### src/rtl/ballast_seq.sv
module ballast_seq #(
  parameter int PH_COUNT  = 64,
  parameter int START_CYC = 8
) (
  input  logic       clk,
  input  logic       rst_n,
  input  logic       uv_rise_i,
  input  logic       uv_fall_i,
  input  logic       bus_ok_i,
  input  logic       sd_i,
  input  logic       ovt_i,
  input  logic       oc_hi_i,
  input  logic       oc_lo_i,
  output logic [2:0] mode_o,
  output logic       osc_en_o,
  output logic [1:0] freq_sel_o,
  output logic       cs_hi_en_o,
  output logic       cs_lo_en_o
);

  localparam int RAMP_END = PH_COUNT + PH_COUNT / 4;
  localparam int TW       = $clog2(RAMP_END + 1);

  localparam logic [2:0] M_OFF   = 3'd0;
  localparam logic [2:0] M_PRE   = 3'd1;
  localparam logic [2:0] M_RAMP  = 3'd2;
  localparam logic [2:0] M_RUN   = 3'd3;
  localparam logic [2:0] M_FAULT = 3'd4;

  logic [6:0] raw, s1, s2;
  assign raw = {oc_lo_i, oc_hi_i, ovt_i, sd_i, bus_ok_i, uv_fall_i, uv_rise_i};

  always_ff @(posedge clk or negedge rst_n) begin
    if (!rst_n) begin
      s1 <= '0;
      s2 <= '0;
    end else begin
      s1 <= raw;
      s2 <= s1;
    end
  end

  logic uvr, uvf, bus, sd, ovt, ochi, oclo;
  assign {oclo, ochi, ovt, sd, bus, uvf, uvr} = s2;

  logic [2:0]    mode, mode_n;
  logic [TW-1:0] tmr, tmr_n;

  wire drop = uvf | ~bus | sd;
  wire trip = ovt | (ochi & (mode == M_RAMP || mode == M_RUN)) | (oclo & (mode == M_RUN));

  always_comb begin
    mode_n = mode;
    tmr_n  = tmr;
    case (mode)
      M_OFF: begin
        tmr_n = '0;
        if (uvr & ~uvf & bus & ~sd) mode_n = M_PRE;
      end
      M_PRE, M_RAMP, M_RUN: begin
        if (drop) begin
          mode_n = M_OFF;
          tmr_n  = '0;
        end else if (trip) begin
          mode_n = M_FAULT;
          tmr_n  = '0;
        end else begin
          if (mode != M_RUN) tmr_n = tmr + TW'(1);
          if (mode == M_PRE && tmr == TW'(PH_COUNT - 1)) mode_n = M_RAMP;
          if (mode == M_RAMP && tmr == TW'(RAMP_END - 1)) mode_n = M_RUN;
        end
      end
      M_FAULT: begin
        tmr_n = '0;
        if (sd | uvf) mode_n = M_OFF;
      end
      default: begin
        mode_n = M_OFF;
        tmr_n  = '0;
      end
    endcase
  end

  always_ff @(posedge clk or negedge rst_n) begin
    if (!rst_n) begin
      mode <= M_OFF;
      tmr  <= '0;
    end else begin
      mode <= mode_n;
      tmr  <= tmr_n;
    end
  end

  assign mode_o     = mode;
  assign osc_en_o   = (mode == M_PRE) || (mode == M_RAMP) || (mode == M_RUN);
  assign cs_hi_en_o = (mode == M_RAMP) || (mode == M_RUN);
  assign cs_lo_en_o = (mode == M_RUN);

  always_comb begin
    case (mode)
      M_PRE:   freq_sel_o = (tmr < TW'(START_CYC)) ? 2'd0 : 2'd1;
      M_RAMP:  freq_sel_o = 2'd2;
      M_RUN:   freq_sel_o = 2'd3;
      default: freq_sel_o = 2'd0;
    endcase
  end

endmodule

### config.mk
export PLATFORM = sky130hd
export DESIGN_NAME = ballast_seq
export DESIGN_NICKNAME = d
export VERILOG_FILES = /design/src/rtl/ballast_seq.sv
export SDC_FILE = /design/constraint.sdc
export NUM_CORES = 1
export LEC_CHECK = 0
export ABC_AREA = 1
export BUFFER_PORTS_ARGS = -buffer_cell sky130_fd_sc_hd__buf_2
export CAP_MARGIN = 20
export CORE_MARGIN = 10
export CORE_UTILIZATION = 25
export DETAILED_ROUTE_END_ITERATION = 8
export SYNTH_ARGS = -nofsm -noshare
export SYNTH_HDL_FRONTEND = slang
export SYNTH_SLANG_ARGS = --single-unit
### constraint.sdc
create_clock -name clk -period 1.4 [get_ports clk]
set_clock_uncertainty 0.2 [all_clocks]
set_input_delay 0.07 -clock clk [delete_from_list [all_inputs] [get_ports clk]]
set_output_delay 0.07 -clock clk [all_outputs]
set_load 0.02 [all_outputs]
Word-level counts from Yosys, hierarchy flattened
Cells that the tools add are included.
{"block": "op_classes", "n_addsub": 1, "n_mul": 0, "n_div": 0, "magnitude_cmp": 1, "n_eq_ne": 11, "shift": 0, "n_mux": 13, "n_bitwise": 13, "reduce_logical": 8}
{"cell": "7-bit two-way mux", "n": 4}
{"cell": "3-bit two-way mux", "n": 6}
{"cell": "3-bit case mux with 3 select lines", "n": 1}
{"cell": "7-bit by 1-bit adder with 7-bit output (second input constant)", "n": 1}
{"cell": "7-bit by 6-bit == test with 1-bit output (second input constant)", "n": 1}
{"cell": "7-bit == test (second input constant)", "n": 1}
{"cell": "7-bit by 4-bit < comparator with 1-bit output (second input constant)", "n": 1}
{"cell": "3-bit by 2-bit == test with 1-bit output (second input constant)", "n": 2}
{"cell": "2-bit case mux with 3 select lines", "n": 1}
{"cell": "1-bit AND", "n": 5}
{"cell": "5-bit inequality test (second input constant)", "n": 1}
{"cell": "1-bit bitwise OR", "n": 5}
{"cell": "2-bit inequality test (second input constant)", "n": 2}
{"cell": "4-bit inequality test (second input constant)", "n": 1}
{"cell": "3-bit by 1-bit == test with 1-bit output (second input constant)", "n": 1}
{"cell": "3-bit == test (second input constant)", "n": 1}
{"cell": "3-bit zero test", "n": 1}
{"cell": "1-bit logical OR", "n": 3}
{"cell": "3-bit by 2-bit inequality test with 1-bit output (second input constant)", "n": 1}
{"cell": "1-bit NOT", "n": 3}
{"cell": "3-bit AND reduction", "n": 1}
{"cell": "3-bit OR reduction", "n": 1}
{"cell": "1-bit logical AND", "n": 2}
{"cell": "1-bit two-way mux", "n": 1}
{"block": "word_totals", "ff_bits": 24, "latch_bits": 0, "mem_bits_rw": 0, "romBits": 0, "output_inout_bits": 8, "wordCells": 51, "mem_count": 0}

Logic depth before layout (Yosys ltp)
Gate-level depths: netlist of run 1.
{"block": "depth", "depth_word": 8, "ltp_mapped": 10}

Least setup slack after synthesis of run 1
Ideal clock, no wire load.
{"block": "synth_path", "path_type": "register to register", "from": "register mode[2], in the netlist mode_o[2]", "to": "register tmr[0]", "arrival_time_ns": 1.280, "slack_ns": -0.199, "stages_incl_launch_ff": 6, "path_buffers": 0, "synth_period_minus_slack_ns": 1.599, "cell_sequence": "dfrtp_1 -> inv_2 -> nand3_1 -> inv_1 -> nand4_1 -> o21a_1"}
{"block": "synth_via", "elab_chain_cells": 8}
{"item": "from (decl)", "line_no": "46", "text": "logic [2:0] mode, mode_n;"}
{"item": "from (signal assigned)", "line_no": "89", "text": "mode <= mode_n;"}
{"item": "3-bit by 2-bit == test with 1-bit output *"}
{"item": "named net cs_lo_en_o", "line_no": "18", "text": "output logic cs_lo_en_o"}
{"item": "1-bit logical OR", "line_no": "50", "text": "wire trip = ovt | (ochi & (mode == M_RAMP || mode == M_RUN)) | (oclo & (mode == M_RUN));"}
{"item": "1-bit AND", "line_no": "50"}
{"item": "1-bit bitwise OR (2 in series)", "line_no": "50"}
{"item": "7-bit two-way mux", "line_no": "64", "text": "end else if (trip) begin"}
{"item": "7-bit two-way mux", "line_no": "61", "text": "if (drop) begin"}
{"item": "7-bit two-way mux", "line_no": "55", "text": "case (mode)"}
{"item": "to (signal assigned)", "line_no": "90", "text": "tmr <= tmr_n;"}
{"item": "to (decl)", "line_no": "47", "text": "logic [TW-1:0] tmr, tmr_n;"}
The timed path passes the listed nets; every way through them passes the cells marked *.
A chain may end at the register's enable or synchronous reset.

Worst setup path in the final report of run 1
{"block": "layout_path", "from": "register mode[2], in the netlist mode_o[2]", "to": "register tmr[5]"}
{"block": "layout_via", "elab_chain_cells": 8}
{"item": "3-bit by 2-bit == test with 1-bit output", "line_no": "50, 55"}
{"item": "1-bit logical OR", "line_no": "50"}
{"item": "1-bit AND", "line_no": "50"}
{"item": "1-bit bitwise OR (2 in series)", "line_no": "50"}
{"item": "7-bit two-way mux", "line_no": "64"}
{"item": "7-bit two-way mux", "line_no": "61"}
{"item": "7-bit two-way mux", "line_no": "55"}
Several ways; a longest one is shown, not always the timed one.

==> results.sh, run 1 <==
export IMPL_status="finished, violations left"
export IMPL_violations="setup timing"
export IMPL_io_pins=17
export IMPL_synth_top_family_by_area="simple AND/OR/NAND/NOR gates"
export IMPL_critical_path_max_stage_delay_ns=0.43
export IMPL_required_ns=1.36
export IMPL_drt_iter0_drc=51
export IMPL_critical_path_class="flip-flop to flip-flop"
export IMPL_power_density_nw_per_um2=1110
export IMPL_dieArea_um2=7270
export IMPL_crit_top_cell="nand4_1"
export IMPL_pre_cts_slack_ns=-0.211
export IMPL_fin_cells=227
export IMPL_final_area_um2=1640
export IMPL_nets=188
export IMPL_rows=23
export IMPL_synthMuxAreaShare_pct=0
export IMPL_seqCellArea_um2=604
export IMPL_hold_viol_final=0
export IMPL_synth_compound_area_share_pct=5.29
export IMPL_slew_headroom_pct=64.9
export IMPL_hold_path_class="input port to asynchronous set/reset pin"
export IMPL_viasPerCell=4.24
export IMPL_wl_per_cell_um=10.6
export IMPL_synth_cell_types=15
export IMPL_final_cell_mix="nand2_1 (27), dfrtp_1 (21), buf_4 (16)"
export IMPL_core_um2=4060
export IMPL_finalCritPeriodShare_pct=111
export IMPL_rsz0062_at_grt="yes"
export IMPL_route_vias_total=963
export IMPL_synth_simple_area_share_pct=29.4
export IMPL_netlist_instances=131
export IMPL_diodes=0
export IMPL_dpl_cell_count=212
export IMPL_fmax_mhz=646
export IMPL_fp_dieW_um=85.3
export IMPL_totalWireLength_um=2400
export IMPL_remaining_drc_errors=0
export IMPL_synthAdderAreaFrac_pct=1.18
export IMPL_end_kind="flip-flop"
export IMPL_final_common_cell="nand2_1"
export IMPL_cts_root_buffer="clkbuf_8"
export IMPL_routabilityCongestion=0.762
export IMPL_crit_path_max_fanout=6
export IMPL_critPathTopFamily="simple AND/OR/NAND/NOR gates"
export IMPL_path_buf_inv=2
export IMPL_die_h_um=85.3
export IMPL_cts_sinks=24
export IMPL_cp_num_cells=7
export IMPL_drive_gt1_share_pct=42.4
export IMPL_crit_chain="inv_4 > nand4_1 > nand2_4 > buf_4 > nor2_1 > nand4_1 > nand2_1"
export IMPL_netlist_area_um2=1060
export IMPL_drv_slew=0
export IMPL_max_vdd_ir_drop_mv=0.407
export IMPL_synthXorXnorAreaFrac_pct=0
export IMPL_reg2reg_to="tmr[5]"
export IMPL_synth_seq_cells=24
export IMPL_fillCellCount=412
export IMPL_postRouteAntennaNets=0
export IMPL_fin_ws_ns=-0.149
export IMPL_yosys_warnings=0
export IMPL_finalSetupViolCount=15
export IMPL_r2r_cells=7
export IMPL_slowest_stage="dfrtp_2"
export IMPL_clkTransAtPathRegs_ns=0.08
export IMPL_syn_nets=141
export IMPL_finalCriticalPeriod_ns=1.55
export IMPL_finalPower_mw=1.83
export IMPL_max_slew_worst_pin_slew_ns=0.527
export IMPL_cts_tree="built"
export IMPL_cts_htree_levels=1
export IMPL_r2r_slack_ns=-0.15
export IMPL_antenna_found_initial=0
export IMPL_grt_usage_pct=6.74
export IMPL_p_leak_nw=0.823
export IMPL_arrival_ns=1.51
export IMPL_maxCapViolCount=0
export IMPL_multi_input_area_um2=479
export IMPL_r2r_start="mode_o[2]"
export IMPL_grt_pass1_vias=925
export IMPL_dp_hpwl_um=1760
export IMPL_fin_hold_ws_ns=0.121
export IMPL_grt_pass1_wl_um=4030
export IMPL_yosysSeqAreaShare_pct=56.4
export IMPL_cts_made_buffers=3
export IMPL_placed_cell_area_um2=1340
export IMPL_areaGrowthSynthToFinish_pct=53.9
export IMPL_syn_avg_cell_area_um2=8.13
export IMPL_io_buffers=16
export IMPL_grt_overflow_total=0
export IMPL_initial_core_util_pct=26.2
export IMPL_grt_max_degree=25
export IMPL_cp_start_kind="flip-flop"
export IMPL_first_pass_iters=4
export IMPL_worstSkewPairLatency_ns=0.26
export IMPL_clockBufferDepth=2
metal layers:
layer | part of all wire [%] | global-route usage (%) | vias to the layer above
met1 | 48 | 8.34 | 436
met4 | 0.96 | 3.14 | 0
li1 | - | - | 512
met5 | 0 | 0 | -
met3 | 6.5 | 2.68 | 2
met2 | 44 | 9.95 | 13
cell type report:
type                            instances  area share (%)
Inverter                               22            5.34
Timing Repair Buffer                   42            20.4
Tap cell                               50            3.82
Clock buffer                            3            2.52
Multi-Input combinational cell         85            29.2
Clock inverter                          1            1.83
Sequential cell                        24            36.9
state kept, by name (all words and copies together), names as in the netlist:
register and cells:
s1 7, mode_o 3, s2 7, tmr 7
synthesized netlist by cell type:
cell,number,share of area [%]
o21ai_1,1,0.47
nand4_1,5,2.9
o21ai_0,4,1.9
nand3_1,15,7.1
a41oi_1,1,0.82
ha_1,1,1.2
inv_2,1,0.35
inv_1,21,7.4
o21a_1,1,0.71
dfrtp_1,24,56
nor2_1,16,5.6
nand2_1,36,13
nor3_1,1,0.47
a21oi_1,3,1.4
nor2_2,1,0.59
cell families (layout without fill, tap and decap cells):
| kind of cell | count (synthesis) | after routing |
|---|---|---|
| flip-flops | 24 | 24 |
| adder cells (fa/ha/maj) | 1 | 1 |
| buffers and inverters | 22 | 68 |
| AND/OR/NAND/NOR | 74 | 74 |
| AO/OA/AOI/OAI | 10 | 10 |
where the power goes:
part	internal, mW	switching [mW]	total [mW]
combinational	0.202	0.247	0.449
clock	0.382	0.213	0.594
sequential	0.734	0.0503	0.784
metrics by stage:
stage | util (%) | setup TNS (ns)
after floorplan | - | -0.297
after global placement | 32.9 | -1.15
after detailed placement | 32.9 | -1.50
after CTS | 39.3 | -1.18
after global routing | 40.4 | -2.64
final | 40.4 | -1.44
worst max path at each step:
stage,start,to,slack (ns)
after CTS,mode_o[2],freq_sel_o[0],-0.14
final,mode_o[2],tmr[5],-0.15
after global routing,mode_o[2],tmr[5],-0.24
after global placement,s2[1],tmr[5],-0.19
after floorplan,mode_o[2],tmr[0],-0.07
after detailed placement,s2[1],tmr[5],-0.21
repair_timing:
action,in CTS,in global routing
gates cloned,0,0
buffers inserted,2,1
hold endpoints to repair,31,0
hold buffers,8,0
setup endpoints to repair,15,15
pin swaps,9,11
resized for setup,32,14
No activity file was read; power rests on OpenSTA's default activity.
==> run 2: changes to the inputs <==
Settings changed: ABC_AREA 1 to 0.
==> run 2 against run 1 <==
Net effect: the run still ends with setup timing left; total power up 6.1%; worst setup slack got worse by 0.34 ns; cell area is 3.4% higher; combinational power up 62%; sequential cell count is the same; synthesized area is 4.1% lower; hold slack lost 0.0090 ns; core utilization grew 2.3 points; critical path depth down 3; synthesized cell count down 32%; first-iteration DRC count decreased by 2.0%; critical endpoint is now mode_o[0]; largest cell class unchanged; highest routed layer unchanged.
==> results.sh, run 2 <==
export IMPL_status="finished, violations left"
export IMPL_fillCellCount=358
export IMPL_required_ns=1.38
export IMPL_route_vias_total=893
export IMPL_power_density_nw_per_um2=1140
export IMPL_crit_path_max_fanout=5
export IMPL_fmax_mhz=528
export IMPL_cts_made_buffers=3
export IMPL_yosys_top_cells_count="dfrtp_1 (24), a21oi_1 (8), nand2_1 (6)"
export IMPL_io_pins=17
export IMPL_dp_hpwl_um=1770
export IMPL_cts_tree="built"
export IMPL_dpl_cell_count=176
export IMPL_hold_path_class="input port to asynchronous set/reset pin"
export IMPL_grt_max_degree=25
export IMPL_grt_use_met2_pct=12.8
export IMPL_finalCritPeriodShare_pct=135
export IMPL_syn_avg_cell_area_um2=11.5
export IMPL_drv_slew=0
export IMPL_rsz0062_at_grt="yes"
export IMPL_max_vdd_ir_drop_mv=0.685
export IMPL_fin_ws_ns=-0.494
export IMPL_drive_gt1_share_pct=52.4
export IMPL_areaGrowthSynthToFinish_pct=66.1
export IMPL_antenna_found_initial=0
export IMPL_core_um2=3970
export IMPL_final_area_um2=1700
export IMPL_max_slew_worst_pin_slew_ns=0.523
export IMPL_synth_seq_cells=24
export IMPL_dieArea_um2=7040
export IMPL_netlist_instances=89
export IMPL_rows=23
export IMPL_nets=156
export IMPL_io_buffers=16
export IMPL_synth_cell_types=36
export IMPL_finalCriticalPeriod_ns=1.89
export IMPL_clkTransAtPathRegs_ns=0.09
export IMPL_die_h_um=83.9
export IMPL_synth_most_common_cell="dfrtp_1"
export IMPL_placed_cell_area_um2=1350
export IMPL_cp_start_kind="flip-flop"
export IMPL_synthTopCellsByArea="dfrtp_1 (59%), a21oi_1 (3.9%), a2111oi_4 (2.7%)"
export IMPL_reg_largest_list="s1 (7), s2 (7), tmr (7)"
export IMPL_violations="setup timing"
export IMPL_yosysTopAreaCell="dfrtp_1"
export IMPL_final_common_cell="dfrtp_1"
export IMPL_p_leak_nw=0.739
export IMPL_grt_overflow_total=0
export IMPL_yosys_warnings=0
export IMPL_wl_per_cell_um=13.5
export IMPL_diodes=0
export IMPL_worstSkewPairLatency_ns=0.26
export IMPL_maxCapViolCount=0
export IMPL_fp_dieW_um=83.9
export IMPL_viasPerCell=4.58
export IMPL_first_pass_iters=4
export IMPL_hold_viol_final=0
export IMPL_grt_pass1_vias=925
export IMPL_grt_pass1_wl_um=4220
export IMPL_cts_sinks=24
export IMPL_drt_iter0_drc=50
export IMPL_cts_htree_levels=1
export IMPL_yosysSeqAreaShare_pct=58.8
export IMPL_critical_path_class="flip-flop to flip-flop"
export IMPL_grt_busiest_layer="met2"
export IMPL_netlist_area_um2=1020
export IMPL_initial_core_util_pct=25.7
export IMPL_final_cell_mix="dfrtp_1 (23), buf_4 (20), buf_6 (17)"
export IMPL_use_met1_pct=7.59
export IMPL_totalWireLength_um=2630
export IMPL_end_kind="flip-flop"
export IMPL_synthArstFlopShare_pct=100
export IMPL_routabilityCongestion=0.823
export IMPL_grt_usage_pct=7.02
export IMPL_fin_cells=195
export IMPL_arrival_ns=1.87
export IMPL_grtUsageMet3_pct=2.25
export IMPL_slew_headroom_pct=65.1
export IMPL_syn_nets=99
export IMPL_netlist_area_leader_share_pct=58.8
export IMPL_postRouteAntennaNets=0
export IMPL_synth_edf_count=0
export IMPL_synth_ff_type="dfrtp_1"
export IMPL_remaining_drc_errors=0
export IMPL_finalSetupViolCount=16
export IMPL_clockBufferDepth=2
export IMPL_cts_root_buffer="clkbuf_8"
==> run 2: cell types whose count changed after synthesis, moves of 2 or more <==
cell and change:
or2_2 +2, or3_1 +3, clkbuf_1 +2, nor2b_1 +2
o21ai_1 +2, nand2_1 -30, nand3_1 -10, a21oi_1 +5
nor2_1 -11, o21ai_0 -2, nand4_1 -5, inv_1 -19
==> run 2: cell families after synthesis <==
group | after synthesis | share of synthesized area, %
buffers and inverters | 4 | 1.47
XOR/XNOR | 2 | 1.72
multiplexers | 1 | 0.980
flip-flops | 24 | 58.8
AO/OA/AOI/OAI | 23 | 16.8
adder cells (fa/ha/maj) | 1 | 1.23
AND/OR/NAND/NOR | 34 | 19.0
==> run 2: through the flow <==
step | setup slack (ns) | utilization, % | setup TNS (ns) | total power [mW] | hold WS (ns)
3_3_place_gp | -0.451 | 33.9 | -3.94 | 1.21 | -0.130
6_report | -0.494 | 42.7 | -5.27 | 1.94 | 0.112
4_1_cts | -0.504 | 40.5 | -5.16 | 1.84 | 0.122
2_1_floorplan | -0.468 | - | -3.99 | 1.02 | -0.426
3_5_place_dp | -0.515 | 33.9 | -4.49 | 1.22 | -0.121
5_1_grt | -0.571 | 42.7 | -6.11 | 2.04 | 0.165
==> run 2: repair_timing <==
action | 4_1_cts | 5_1_grt
hold buffers | 8 | 0
pin swaps | 4 | 7
endpoints found under the hold margin | 31 | 0
gates resized for setup | 26 | 17
buffers inserted | 4 | 3
endpoints found under the setup margin | 14 | 17
==> run 2: path summary, 6_finish.rpt <==
check | start | to | slack [ns] | cells past startpoint
min in group clk | s1[1] | s2[1] | 0.15 | 0
worst min register to register | s1[1] | s2[1] | 0.15 | 0
max in group asynchronous | rst_n | mode_o[2] | 0.51 | 2
worst max-delay path | s2[1] | mode_o[0] | -0.49 | 4
worst min-delay path | rst_n | s1[2] | 0.11 | 2
worst max register to register | s2[1] | mode_o[0] | -0.49 | 4
==> run 2: routing by layer <==
metal	vias to the layer above	part of all wire [%]
li1	430	-
met1	445	42
met2	16	54
met3	2	4.0
met4	0	0.34
met5	-	0
==> run 2: power by group <==
part           switching [mW]  internal (mW)
Clock                   0.211          0.250
Sequential             0.0200          0.731
Combinational           0.331          0.395
Total                   0.562           1.38
==> run 2: layout make-up <==
| type | count | area [µm²] | area share, % |
|---|---|---|---|
| Clock buffer | 4 | 55.1 | 3.25 |
| Inverter | 2 | 7.51 | 0.443 |
| Multi-Input combinational cell | 61 | 502 | 29.6 |
| Sequential cell | 24 | 602 | 35.5 |
| Tap cell | 50 | 62.6 | 3.69 |
| Timing Repair Buffer | 54 | 467 | 27.5 |
==> run 2: worst max-delay path, stage by stage (launching register included) <==
cell       delay, ns
dfrtp_1         0.39
or4b_4          0.59
a211oi_4        0.28
o311ai_1        0.16
a2bb2oi_1       0.19
